[src/rtl/uart_regs_pkg.sv]
package uart_regs_pkg;
  // Register locations within the 8-entry window
  localparam int ADR_DATA = 0;
  localparam int ADR_IER  = 1;
  localparam int ADR_STAT = 2;
  localparam int ADR_LCR  = 3;
  localparam int ADR_MCR  = 4;
  localparam int ADR_LSR  = 5;
  localparam int ADR_MSR  = 6;
  localparam int ADR_SPR  = 7;

  // Storage slots for the held bytes
  localparam int IDX_IER = 0;
  localparam int IDX_FCR = 1;
  localparam int IDX_LCR = 2;
  localparam int IDX_MCR = 3;
  localparam int IDX_SPR = 4;
  localparam int IDX_DLL = 5;
  localparam int IDX_DLM = 6;
  localparam int IDX_AFR = 7;
  localparam int NREG    = 8;

  localparam int BANK_BIT = 7;

  typedef enum logic [3:0] {
    SEL_NONE, SEL_RHR, SEL_IER, SEL_ISR, SEL_LCR, SEL_MCR,
    SEL_LSR, SEL_MSR, SEL_SPR, SEL_DLL, SEL_DLM, SEL_AFR
  } rd_sel_e;
endpackage

[src/rtl/uart_reg_decode.sv]
module uart_reg_decode
  import uart_regs_pkg::*;
#(
  parameter int ADDR_W = 3
) (
  input  logic              cs_n,
  input  logic [ADDR_W-1:0] addr,
  input  logic              rd_en,
  input  logic              wr_en,
  input  logic              bank,
  output rd_sel_e           rd_sel,
  output logic [NREG-1:0]   reg_we,
  output logic              thr_we
);
  always_comb begin
    rd_sel = SEL_NONE;
    if (!cs_n && rd_en) begin
      case (addr)
        ADDR_W'(ADR_DATA): rd_sel = bank ? SEL_DLL : SEL_RHR;
        ADDR_W'(ADR_IER):  rd_sel = bank ? SEL_DLM : SEL_IER;
        ADDR_W'(ADR_STAT): rd_sel = bank ? SEL_AFR : SEL_ISR;
        ADDR_W'(ADR_LCR):  rd_sel = SEL_LCR;
        ADDR_W'(ADR_MCR):  rd_sel = SEL_MCR;
        ADDR_W'(ADR_LSR):  rd_sel = SEL_LSR;
        ADDR_W'(ADR_MSR):  rd_sel = SEL_MSR;
        ADDR_W'(ADR_SPR):  rd_sel = SEL_SPR;
        default:           rd_sel = SEL_NONE;
      endcase
    end
  end

  always_comb begin
    reg_we = '0;
    thr_we = 1'b0;
    if (!cs_n && wr_en) begin
      case (addr)
        ADDR_W'(ADR_DATA): if (bank) reg_we[IDX_DLL] = 1'b1; else thr_we = 1'b1;
        ADDR_W'(ADR_IER):  if (bank) reg_we[IDX_DLM] = 1'b1; else reg_we[IDX_IER] = 1'b1;
        ADDR_W'(ADR_STAT): if (bank) reg_we[IDX_AFR] = 1'b1; else reg_we[IDX_FCR] = 1'b1;
        ADDR_W'(ADR_LCR):  reg_we[IDX_LCR] = 1'b1;
        ADDR_W'(ADR_MCR):  reg_we[IDX_MCR] = 1'b1;
        ADDR_W'(ADR_SPR):  reg_we[IDX_SPR] = 1'b1;
        default:           reg_we = '0;
      endcase
    end
  end
endmodule

[src/rtl/uart_reg_store.sv]
module uart_reg_store
  import uart_regs_pkg::*;
#(
  parameter int                  DATA_W    = 8,
  parameter logic [2*DATA_W-1:0] DIV_RESET = 1
) (
  input  logic                  clk,
  input  logic                  rst,
  input  logic [NREG-1:0]       reg_we,
  input  logic                  thr_we,
  input  logic [DATA_W-1:0]     wdata,
  output logic [DATA_W-1:0]     regs_q [NREG],
  output logic [DATA_W-1:0]     thr_data,
  output logic                  thr_load,
  output logic                  fcr_load
);
  for (genvar i = 0; i < NREG; i++) begin : g_reg
    localparam logic [DATA_W-1:0] RST_VAL =
      (i == IDX_DLL) ? DIV_RESET[DATA_W-1:0] :
      (i == IDX_DLM) ? DIV_RESET[2*DATA_W-1:DATA_W] : '0;
    always_ff @(posedge clk) begin
      if (rst)            regs_q[i] <= RST_VAL;
      else if (reg_we[i]) regs_q[i] <= wdata;
    end
  end

  always_ff @(posedge clk) begin
    if (rst) begin
      thr_data <= '0;
      thr_load <= 1'b0;
      fcr_load <= 1'b0;
    end else begin
      thr_load <= thr_we;
      fcr_load <= reg_we[IDX_FCR];
      if (thr_we) thr_data <= wdata;
    end
  end


  thr_hold_chk: assert property (@(posedge clk) disable iff (rst)
    !$past(thr_we) |-> $stable(thr_data));
endmodule

[src/rtl/uart_read_path.sv]
module uart_read_path
  import uart_regs_pkg::*;
#(
  parameter int DATA_W = 8
) (
  input  logic              clk,
  input  logic              rst,
  input  rd_sel_e           rd_sel,
  input  logic [DATA_W-1:0] regs_q [NREG],
  input  logic [DATA_W-1:0] rhr_data,
  input  logic [DATA_W-1:0] isr_data,
  input  logic [DATA_W-1:0] lsr_data,
  input  logic [DATA_W-1:0] msr_data,
  output logic [DATA_W-1:0] rdata,
  output logic              rhr_rd_stb,
  output logic              isr_rd_stb
);
  logic [DATA_W-1:0] mux_d;

  always_comb begin
    case (rd_sel)
      SEL_RHR: mux_d = rhr_data;
      SEL_IER: mux_d = regs_q[IDX_IER];
      SEL_ISR: mux_d = isr_data;
      SEL_LCR: mux_d = regs_q[IDX_LCR];
      SEL_MCR: mux_d = regs_q[IDX_MCR];
      SEL_LSR: mux_d = lsr_data;
      SEL_MSR: mux_d = msr_data;
      SEL_SPR: mux_d = regs_q[IDX_SPR];
      SEL_DLL: mux_d = regs_q[IDX_DLL];
      SEL_DLM: mux_d = regs_q[IDX_DLM];
      SEL_AFR: mux_d = regs_q[IDX_AFR];
      default: mux_d = '0;
    endcase
  end

  always_ff @(posedge clk) begin
    if (rst) begin
      rdata      <= '0;
      rhr_rd_stb <= 1'b0;
      isr_rd_stb <= 1'b0;
    end else begin
      rdata      <= mux_d;
      rhr_rd_stb <= (rd_sel == SEL_RHR);
      isr_rd_stb <= (rd_sel == SEL_ISR);
    end
  end


  stb_exclusive_chk: assert property (@(posedge clk) disable iff (rst)
    !(rhr_rd_stb && isr_rd_stb));
endmodule

[src/rtl/uart_host_regs.sv]
module uart_host_regs
  import uart_regs_pkg::*;
#(
  parameter int                  ADDR_W    = 3,
  parameter int                  DATA_W    = 8,
  parameter logic [2*DATA_W-1:0] DIV_RESET = 1
) (
  input  logic              clk,
  input  logic              rst,
  input  logic              cs_n,
  input  logic [ADDR_W-1:0] addr,
  input  logic              rd_en,
  input  logic              wr_en,
  input  logic [DATA_W-1:0] wdata,
  output logic [DATA_W-1:0] rdata,
  input  logic [DATA_W-1:0] rhr_data,
  input  logic [DATA_W-1:0] isr_data,
  input  logic [DATA_W-1:0] lsr_data,
  input  logic [DATA_W-1:0] msr_data,
  output logic [DATA_W-1:0] thr_data,
  output logic              thr_load,
  output logic              fcr_load,
  output logic              rhr_rd_stb,
  output logic              isr_rd_stb,
  output logic [DATA_W-1:0] ier_q,
  output logic [DATA_W-1:0] fcr_q,
  output logic [DATA_W-1:0] lcr_q,
  output logic [DATA_W-1:0] mcr_q,
  output logic [DATA_W-1:0] dll_q,
  output logic [DATA_W-1:0] dlm_q,
  output logic [DATA_W-1:0] afr_q
);
  rd_sel_e           rd_sel;
  logic [NREG-1:0]   reg_we;
  logic              thr_we;
  logic [DATA_W-1:0] regs_q [NREG];
  logic              bank;

  assign bank = regs_q[IDX_LCR][BANK_BIT];

  uart_reg_decode #(.ADDR_W(ADDR_W)) u_dec (
    .cs_n(cs_n), .addr(addr), .rd_en(rd_en), .wr_en(wr_en), .bank(bank),
    .rd_sel(rd_sel), .reg_we(reg_we), .thr_we(thr_we)
  );

  uart_reg_store #(.DATA_W(DATA_W), .DIV_RESET(DIV_RESET)) u_store (
    .clk(clk), .rst(rst), .reg_we(reg_we), .thr_we(thr_we), .wdata(wdata),
    .regs_q(regs_q), .thr_data(thr_data), .thr_load(thr_load), .fcr_load(fcr_load)
  );

  uart_read_path #(.DATA_W(DATA_W)) u_rd (
    .clk(clk), .rst(rst), .rd_sel(rd_sel), .regs_q(regs_q),
    .rhr_data(rhr_data), .isr_data(isr_data), .lsr_data(lsr_data), .msr_data(msr_data),
    .rdata(rdata), .rhr_rd_stb(rhr_rd_stb), .isr_rd_stb(isr_rd_stb)
  );

  assign ier_q = regs_q[IDX_IER];
  assign fcr_q = regs_q[IDX_FCR];
  assign lcr_q = regs_q[IDX_LCR];
  assign mcr_q = regs_q[IDX_MCR];
  assign dll_q = regs_q[IDX_DLL];
  assign dlm_q = regs_q[IDX_DLM];
  assign afr_q = regs_q[IDX_AFR];


  reset_div_chk: assert property (@(posedge clk) disable iff (rst)
    $past(rst) |-> (dll_q == DIV_RESET[DATA_W-1:0] && dlm_q == DIV_RESET[2*DATA_W-1:DATA_W]
                    && lcr_q == '0 && ier_q == '0));


  thr_source_chk: assert property (@(posedge clk) disable iff (rst)
    thr_load |-> $past(!cs_n && wr_en && addr == ADDR_W'(ADR_DATA) && !lcr_q[BANK_BIT]));


  idle_rdata_chk: assert property (@(posedge clk) disable iff (rst)
    cs_n |=> (rdata == '0 && !thr_load && !fcr_load && !rhr_rd_stb && !isr_rd_stb));


  ro_write_chk: assert property (@(posedge clk) disable iff (rst)
    (!cs_n && wr_en && (addr == ADDR_W'(ADR_LSR) || addr == ADDR_W'(ADR_MSR)))
      |=> ($stable(lcr_q) && $stable(ier_q) && $stable(fcr_q) && $stable(mcr_q)
           && $stable(dll_q) && $stable(dlm_q) && $stable(afr_q) && !thr_load && !fcr_load));


  banked_quiet_chk: assert property (@(posedge clk) disable iff (rst)
    (!cs_n && lcr_q[BANK_BIT] && addr < ADDR_W'(3))
      |=> (!thr_load && !fcr_load && !rhr_rd_stb && !isr_rd_stb));
endmodule

[config.mk]
export PLATFORM = sky130hd
export DESIGN_NAME = uart_host_regs
export DESIGN_NICKNAME = d
export VERILOG_FILES = /design/src/rtl/uart_regs_pkg.sv /design/src/rtl/uart_reg_decode.sv /design/src/rtl/uart_reg_store.sv /design/src/rtl/uart_read_path.sv /design/src/rtl/uart_host_regs.sv
export SDC_FILE = /design/constraint.sdc
export NUM_CORES = 1
export LEC_CHECK = 0
export BUFFER_PORTS_ARGS = -buffer_cell sky130_fd_sc_hd__buf_2
export CORE_ASPECT_RATIO = 1.5
export CORE_MARGIN = 5
export CORE_UTILIZATION = 52
export DETAILED_ROUTE_END_ITERATION = 7
export GPL_TIMING_DRIVEN = 0
export MAX_ROUTING_LAYER = met4
export PLACE_DENSITY = 0.78
export SYNTH_ARGS = -nofsm -noshare
export SYNTH_HDL_FRONTEND = slang
export SYNTH_SLANG_ARGS = --single-unit
export TNS_END_PERCENT = 30
[constraint.sdc]
create_clock -name clk -period 1.9 [get_ports clk]
set_clock_uncertainty 0.15 [all_clocks]
set_input_delay 0.38 -clock clk [delete_from_list [all_inputs] [get_ports clk]]
set_output_delay 0.38 -clock clk [all_outputs]
set_load 0.01 [all_outputs]
* Yosys cells after proc, flatten, opt, wreduce, memory -nomap -nowiden
Index checks and enable logic that the tools add are counted.
** Word-level totals
- Flip-flop bits (word level) :: 84
- Input port bits :: 48
- Output and inout port bits :: 76
- Logic and storage cells :: 55
** Operators by class
- Eq/ne operators :: 18
- Muxes and demuxes :: 19
- Reductions and logical operators :: 4
** Operators with widths (number)
- 8-bit case mux with 11 select lines :: 1
- 4-bit case mux with 8 select lines :: 1
- 4-bit by 3-bit == test with 1-bit output, second input constant :: 4
- 4-bit == test, second input constant :: 4
- 4-bit two-way mux :: 4
- 3-bit == test, second input constant :: 4
- 1-bit two-way mux :: 12
- 4-bit by 2-bit == test with 1-bit output, second input constant :: 2
- 8-bit two-way mux :: 1
- 3-bit by 2-bit == test with 1-bit output, second input constant :: 2
- 4-bit by 1-bit == test with 1-bit output, second input constant :: 1
- 3-bit by 1-bit == test with 1-bit output, second input constant :: 1
- 3-bit logical NOT :: 1
- 1-bit logical AND :: 2
- 1-bit logical NOT :: 1

* Logic depth before layout (Yosys ltp)
- Depth after elaboration :: 5
- Gate-level depth with buffers :: 6
- Mapped depth without buffers :: 4

* Modules after synthesis
A second synthesis with hierarchy kept.
** Second synthesis, totals
- Cells, all modules :: 403
- Area, all modules :: 3950.0 um2
** By module, submodules not included
- uart_reg_store :: instances 1, cells each 245, area an instance 2676.3 um2, sequential area each 1481.4 um2
- uart_read_path :: instances 1, cells each 134, area an instance 1124.8 um2, sequential area each 200.2 um2
- uart_reg_decode :: instances 1, cells each 24, area an instance 148.9 um2, sequential area each 0.0 um2

* Worst setup path before layout
Ideal clock, no wire load.
- Path kind :: input to register
- Start point :: input port addr[2]
- End point :: register u_rd.rdata[2]
- Setup time :: 74 ps
- Data arrival time :: 1489 ps
- Required time :: 1676 ps
- Setup slack :: 187 ps
- Stages on the path :: 5
- Path buffers :: 1
- Cells stage by stage :: buf_2 -> or4b_4 -> nor2_8 -> a22oi_1 -> a31oi_1
** Between the ends
- Word-level cells in the longest chain between the ends :: 5
- Elaborated cells between the ends (all ways) :: 22
- Those cells by class :: eq/ne: 18; mux: 3; reduce/logical: 1
** Ends and longest elaborated chain
- start, declared :: RTL line uart_host_regs.sv:11 : input logic [ADDR_W-1:0] addr,
- 3-bit == test (tied with other cells) :: RTL line uart_reg_decode.sv:18 : case (addr)
- 4-bit case mux with 8 select lines * :: RTL line uart_reg_decode.sv:18
- 4-bit two-way mux * :: RTL line uart_reg_decode.sv:17 : if (!cs_n && rd_en) begin
- 4-bit == test (tied with other cells) :: RTL line uart_read_path.sv:21 : case (rd_sel)
- 8-bit case mux with 11 select lines * :: RTL line uart_read_path.sv:21
- end signal, assigned :: RTL line uart_read_path.sv:43 : rdata <= mux_d;
- end, declared :: RTL line uart_read_path.sv:14 : output logic [DATA_W-1:0] rdata,
Every way passes the cells marked *; elsewhere a longest branch is shown, timed or not.
A chain may end at the register's enable or synchronous reset.

* Final worst setup path
- Start point :: input port addr[2]
- End point :: register u_store.regs_q[27] (netlist bit)
** Between the ends
- Word-level cells in the longest chain between the ends :: 3
** Ends and longest elaborated chain
- 3-bit == test :: RTL line uart_reg_decode.sv:36 : case (addr)
- 1-bit two-way mux :: RTL line uart_reg_decode.sv:36
- 8-bit two-way mux :: RTL line uart_reg_decode.sv:35 : if (!cs_n && wr_en) begin
- end signal, assigned by index :: RTL line uart_reg_store.sv:23 : else if (reg_we[i]) regs_q[i] <= wdata;
- end, declared :: RTL line uart_reg_store.sv:12 : output logic [DATA_W-1:0] regs_q [NREG],
Every way passes these cells.

==> reports/metrics.sh <==
CLKSLEWWORSTSETUPHOLDPATHS_NS=0.05
CLOCK_TREE.ROOT_CELL='clkbuf_16'
FINAL_MAX_SLEW_VIOLS=0
GLOBALROUTE.BUSIESTLAYER='met2'
SYNTH_SEQ_AREA_SHARE_PCT=40.2
STATUS='complete, no violations'
DRIVE_GT1_SHARE_PCT=35.3
SW_FRAC_OF_TOTAL_PCT=24.7
COMB_POWER_SHARE_PCT=9.4
SETUP_WS_NS=0.104
POST-ROUTE-DRC-COUNT=0
GRT_UTIL_ALL_LAYERS_PCT=28.6
SYNTH_TOP_AREA_CELL='dfxtp_1'
POST_DRT_WL_PER_CELL_UM=18.6
SYN_INST=500
FINALWEIGHTEDCONGESTION=0.955
DETAILEDROUTE.FIRSTPASSITERATIONCOUNT=8
POSTSYNTHAREAPERCELL_SQ_UM=8.38
FLOW.AREA_GROWTH_FROM_SYNTHESIS_PCT=23.9
SYNTH.CELL_AREA_SQ_UM=4190
GRT_FIRST_PASS_WIRELENGTH_MM=21.6
RSZ0062_AT_GRT='false'
SYN-NUM-NETS=548
CRIT_PATH_MAX_FANOUT=10
ANTENNA_CELLS_INSERTED=0
YOSYS_MOST_USED_DFF='dfxtp_1'
WORST_EP_ARRIVAL_TIME_NS=1.86
VIAS_PER_CELL=5.60
CLOCK_POWER_SHARE_PCT=42.9
VDD_DROP_MAX_uV=527
DETAIL_ROUTE.ITER0.VIOLATIONS=392
WORST_HOLD_PATH_TYPE='primary input to register'
CRITICAL_PATH_REQUIRED_NS=1.96
TIMING.SETUP.CRITICAL_PATH_CLASS='primary input to register'
SYNTH_COMMON_CELLS='dfxtp_1 (84), nand2_1 (65), buf_4 (57), a21oi_1 (56), nand3_1 (52)'
CLOCKBUFFERDEPTH=2
FP.DIEAREA_SQ_UM=9980
STARTING_DENSITY_OF_THE_CORE_PCT=52.6
FILLER_FREE_CELL_COUNT_OF_THE_FINISHED_DESIGN=737
GLOBAL_ROUTE.USAGE.MET1_PCT=33.2
YS_ASYNC_SR_FRACTION_PCT=0
PLACE_WS_NS=-0.202
FILLCELLCOUNT=709
MAX_SLEW_MARGIN_PCT=53.7
NETLIST.AREA_LEADER.SHARE_PCT=40.2
FINALWORSTPATHREQUIREDPERIOD_NS=1.80
INTERNAL_POWER_mW=2.82
ROW_COUNT=40
WORST_HOLD_SLACK_NS=0.206
NUMCTSBUFFERS=9
P_LEAK_nW=2.29
CP-START-KIND='primary input'
PLACED_CELLS=719
ROUTED_WL_MM=13.7
SYNTHDISTINCTLIBCELLS=46
TRITONCTS_NUM_SINKS=84
PLACE_HPWL_MM=10.5
SYNTH_REGISTER_BITS=84
GLOBALROUTE.TOTALOVERFLOW=0
SETUP_VIOL=0
SYNTHTOPCELLSBYAREA='dfxtp_1 (40%), buf_4 (10%), a21oi_1 (6.7%)'
ANTENNA_FOUND_INITIAL=0
MAX_CLOCK_FREQ_MHz=557
POWER_DENSITY_nW_PER_UM2=722
GROUTE.LAYER.MET2.USAGE_PCT=47.1
DPL-INSTANCE-AREA_SQ_UM=4890
H-TREE-DEPTH=3
VIA_COUNT=4127
POWER_SWITCHING_mW=0.926
SYNTHESIS.YOSYS.WARNINGS=0
MAX_CAP_VIOLATIONS=0
GRT_PASS1_VIAS=4015
DRTANTENNAVIOLNETS=0
COUNT_OF_PORT_BUFFERS_ADDED_DURING_PLACEMENT=114
FINISH.NET_COUNT=675
DIE_Y_UM=120
POSTLAYOUTCELLAREA_SQ_UM=5190
CTS_TREE='yes'
SYNTH_EDF_COUNT=0
WORST_SKEW_PAIR.LATE_LATENCY_NS=0.34
POWER.SHARE.SEQUENTIAL_PCT=47.7
SYNTHMOSTINSTANTIATEDCELL='dfxtp_1'
CORE-AREA_SQ_UM=7960
MET3_USAGE_PCT=6.04
CHIPWIDTH_UM=83.3
DESIGN_POWER_TOTAL_mW=3.75
GRT_MAX_DEGREE=14
CRITPATHCAPTURETYPE='register'
TIMING.FINAL.HOLD_VIOLATIONS=0
LAYOUT_WORST_PATH_CYCLE_SHARE_PCT=94.5
TOP_LEVEL_PORTS=124
TIGHTESTPINTRANSITION_NS=0.695
-- kinds of logic (layout without fill, tap and decap cells) --
kind of cell / Yosys count / after routing / synth area share, %
mux: 32 / 32 / 8.63
flops: 84 / 84 / 40.2
compound gates: 98 / 98 / 14.2
buf+inv: 100 / 232 / 14.8
simple gates: 186 / 186 / 22.2
-- power by group through the flow --
stage | logic (mW) | registers, mW | clock network [mW]
floorplan | 0.202 | 1.83 | 0
global placement | 0.341 | 1.83 | 0
detailed placement | 0.341 | 1.83 | 0
CTS | 0.343 | 1.79 | 1.62
global route | 0.379 | 1.79 | 1.70
finish | 0.353 | 1.79 | 1.61
-- flip-flops by register name (all words and copies together), names as in the netlist --
register and flops:
u_store.thr_load 1, u_rd.rdata 8, u_rd.rhr_rd_stb 1, u_store.fcr_load 1
u_store.thr_data 8, u_rd.isr_rd_stb 1, u_store.regs_q 64
-- metrics by stage --
stage | util, % | setup TNS (ns)
finish | 65.2 | 0
floorplan | - | 0
detailed placement | 61.4 | -7.34
CTS | 64.9 | 0
global placement | 61.4 | -5.89
global route | 65.2 | 0
-- routing by layer --
layer	vias up	routed length, um
met4	0	545
met1	1908	5210
li1	1947	-
met3	43	1150
met2	229	6770
met5	-	0
-- critical path: stages --
cell and delay, ns:
buf_2 0.21, buf_4 0.24, nand3_1 0.28, nor2_2 0.43, mux2i_1 0.25, nor2_1 0.06
-- path summary, 6_finish.rpt --
path | start | endpoint | slack [ns] | cells past startpoint
max | addr[2] | u_store.regs_q[27]$_SDFFE_PP0P_ | 0.10 | 6
min | rhr_data[6] | u_rd.rdata[6]$_SDFF_PP0_ | 0.21 | 3
max reg2reg | u_store.regs_q[47]$_SDFFE_PP0P_ | u_rd.rdata[1]$_SDFF_PP0_ | 0.11 | 5
min reg2reg | u_store.thr_data[1]$_SDFFE_PP0P_ | u_store.thr_data[1]$_SDFFE_PP0P_ | 0.30 | 2
-- cells in the final DEF, fill, tap and decap left out, types with 4 or more instances in the layout --
master and instances:
nand3_1 52, a21oi_1 56, nor2_1 28, buf_2 132, a31oi_1 6, o21ai_0 8
nand2_1 65, a22o_1 5, mux2i_1 26, a222oi_1 4, dfxtp_1 84, clkbuf_16 9
inv_1 4, buf_4 59, nand3b_1 5, nor3_1 7, nand2b_1 5, clkbuf_1 19
a22oi_1 6
-- final cells by class --
type,instances,area (sq um),share of cell area (%)
sequential,84,1680,32.4
timing repair buffer,116,586,11.3
buffer,96,608,11.7
clock inverter,4,25.0,0.482
inverter,4,15.0,0.289
tap,105,131,2.53
clock buffer,12,246,4.75
multi-input combinational,316,1900,36.5
-- repair_timing --
action / 4_1_cts / 5_1_grt
pin swaps: 1 / 1
gates resized for setup: 0 / 3
setup buffers: 0 / 2
endpoints found under the setup margin: 1 / 37
hold buffers: 0 / 0
(Power assumes the default switching activity.)
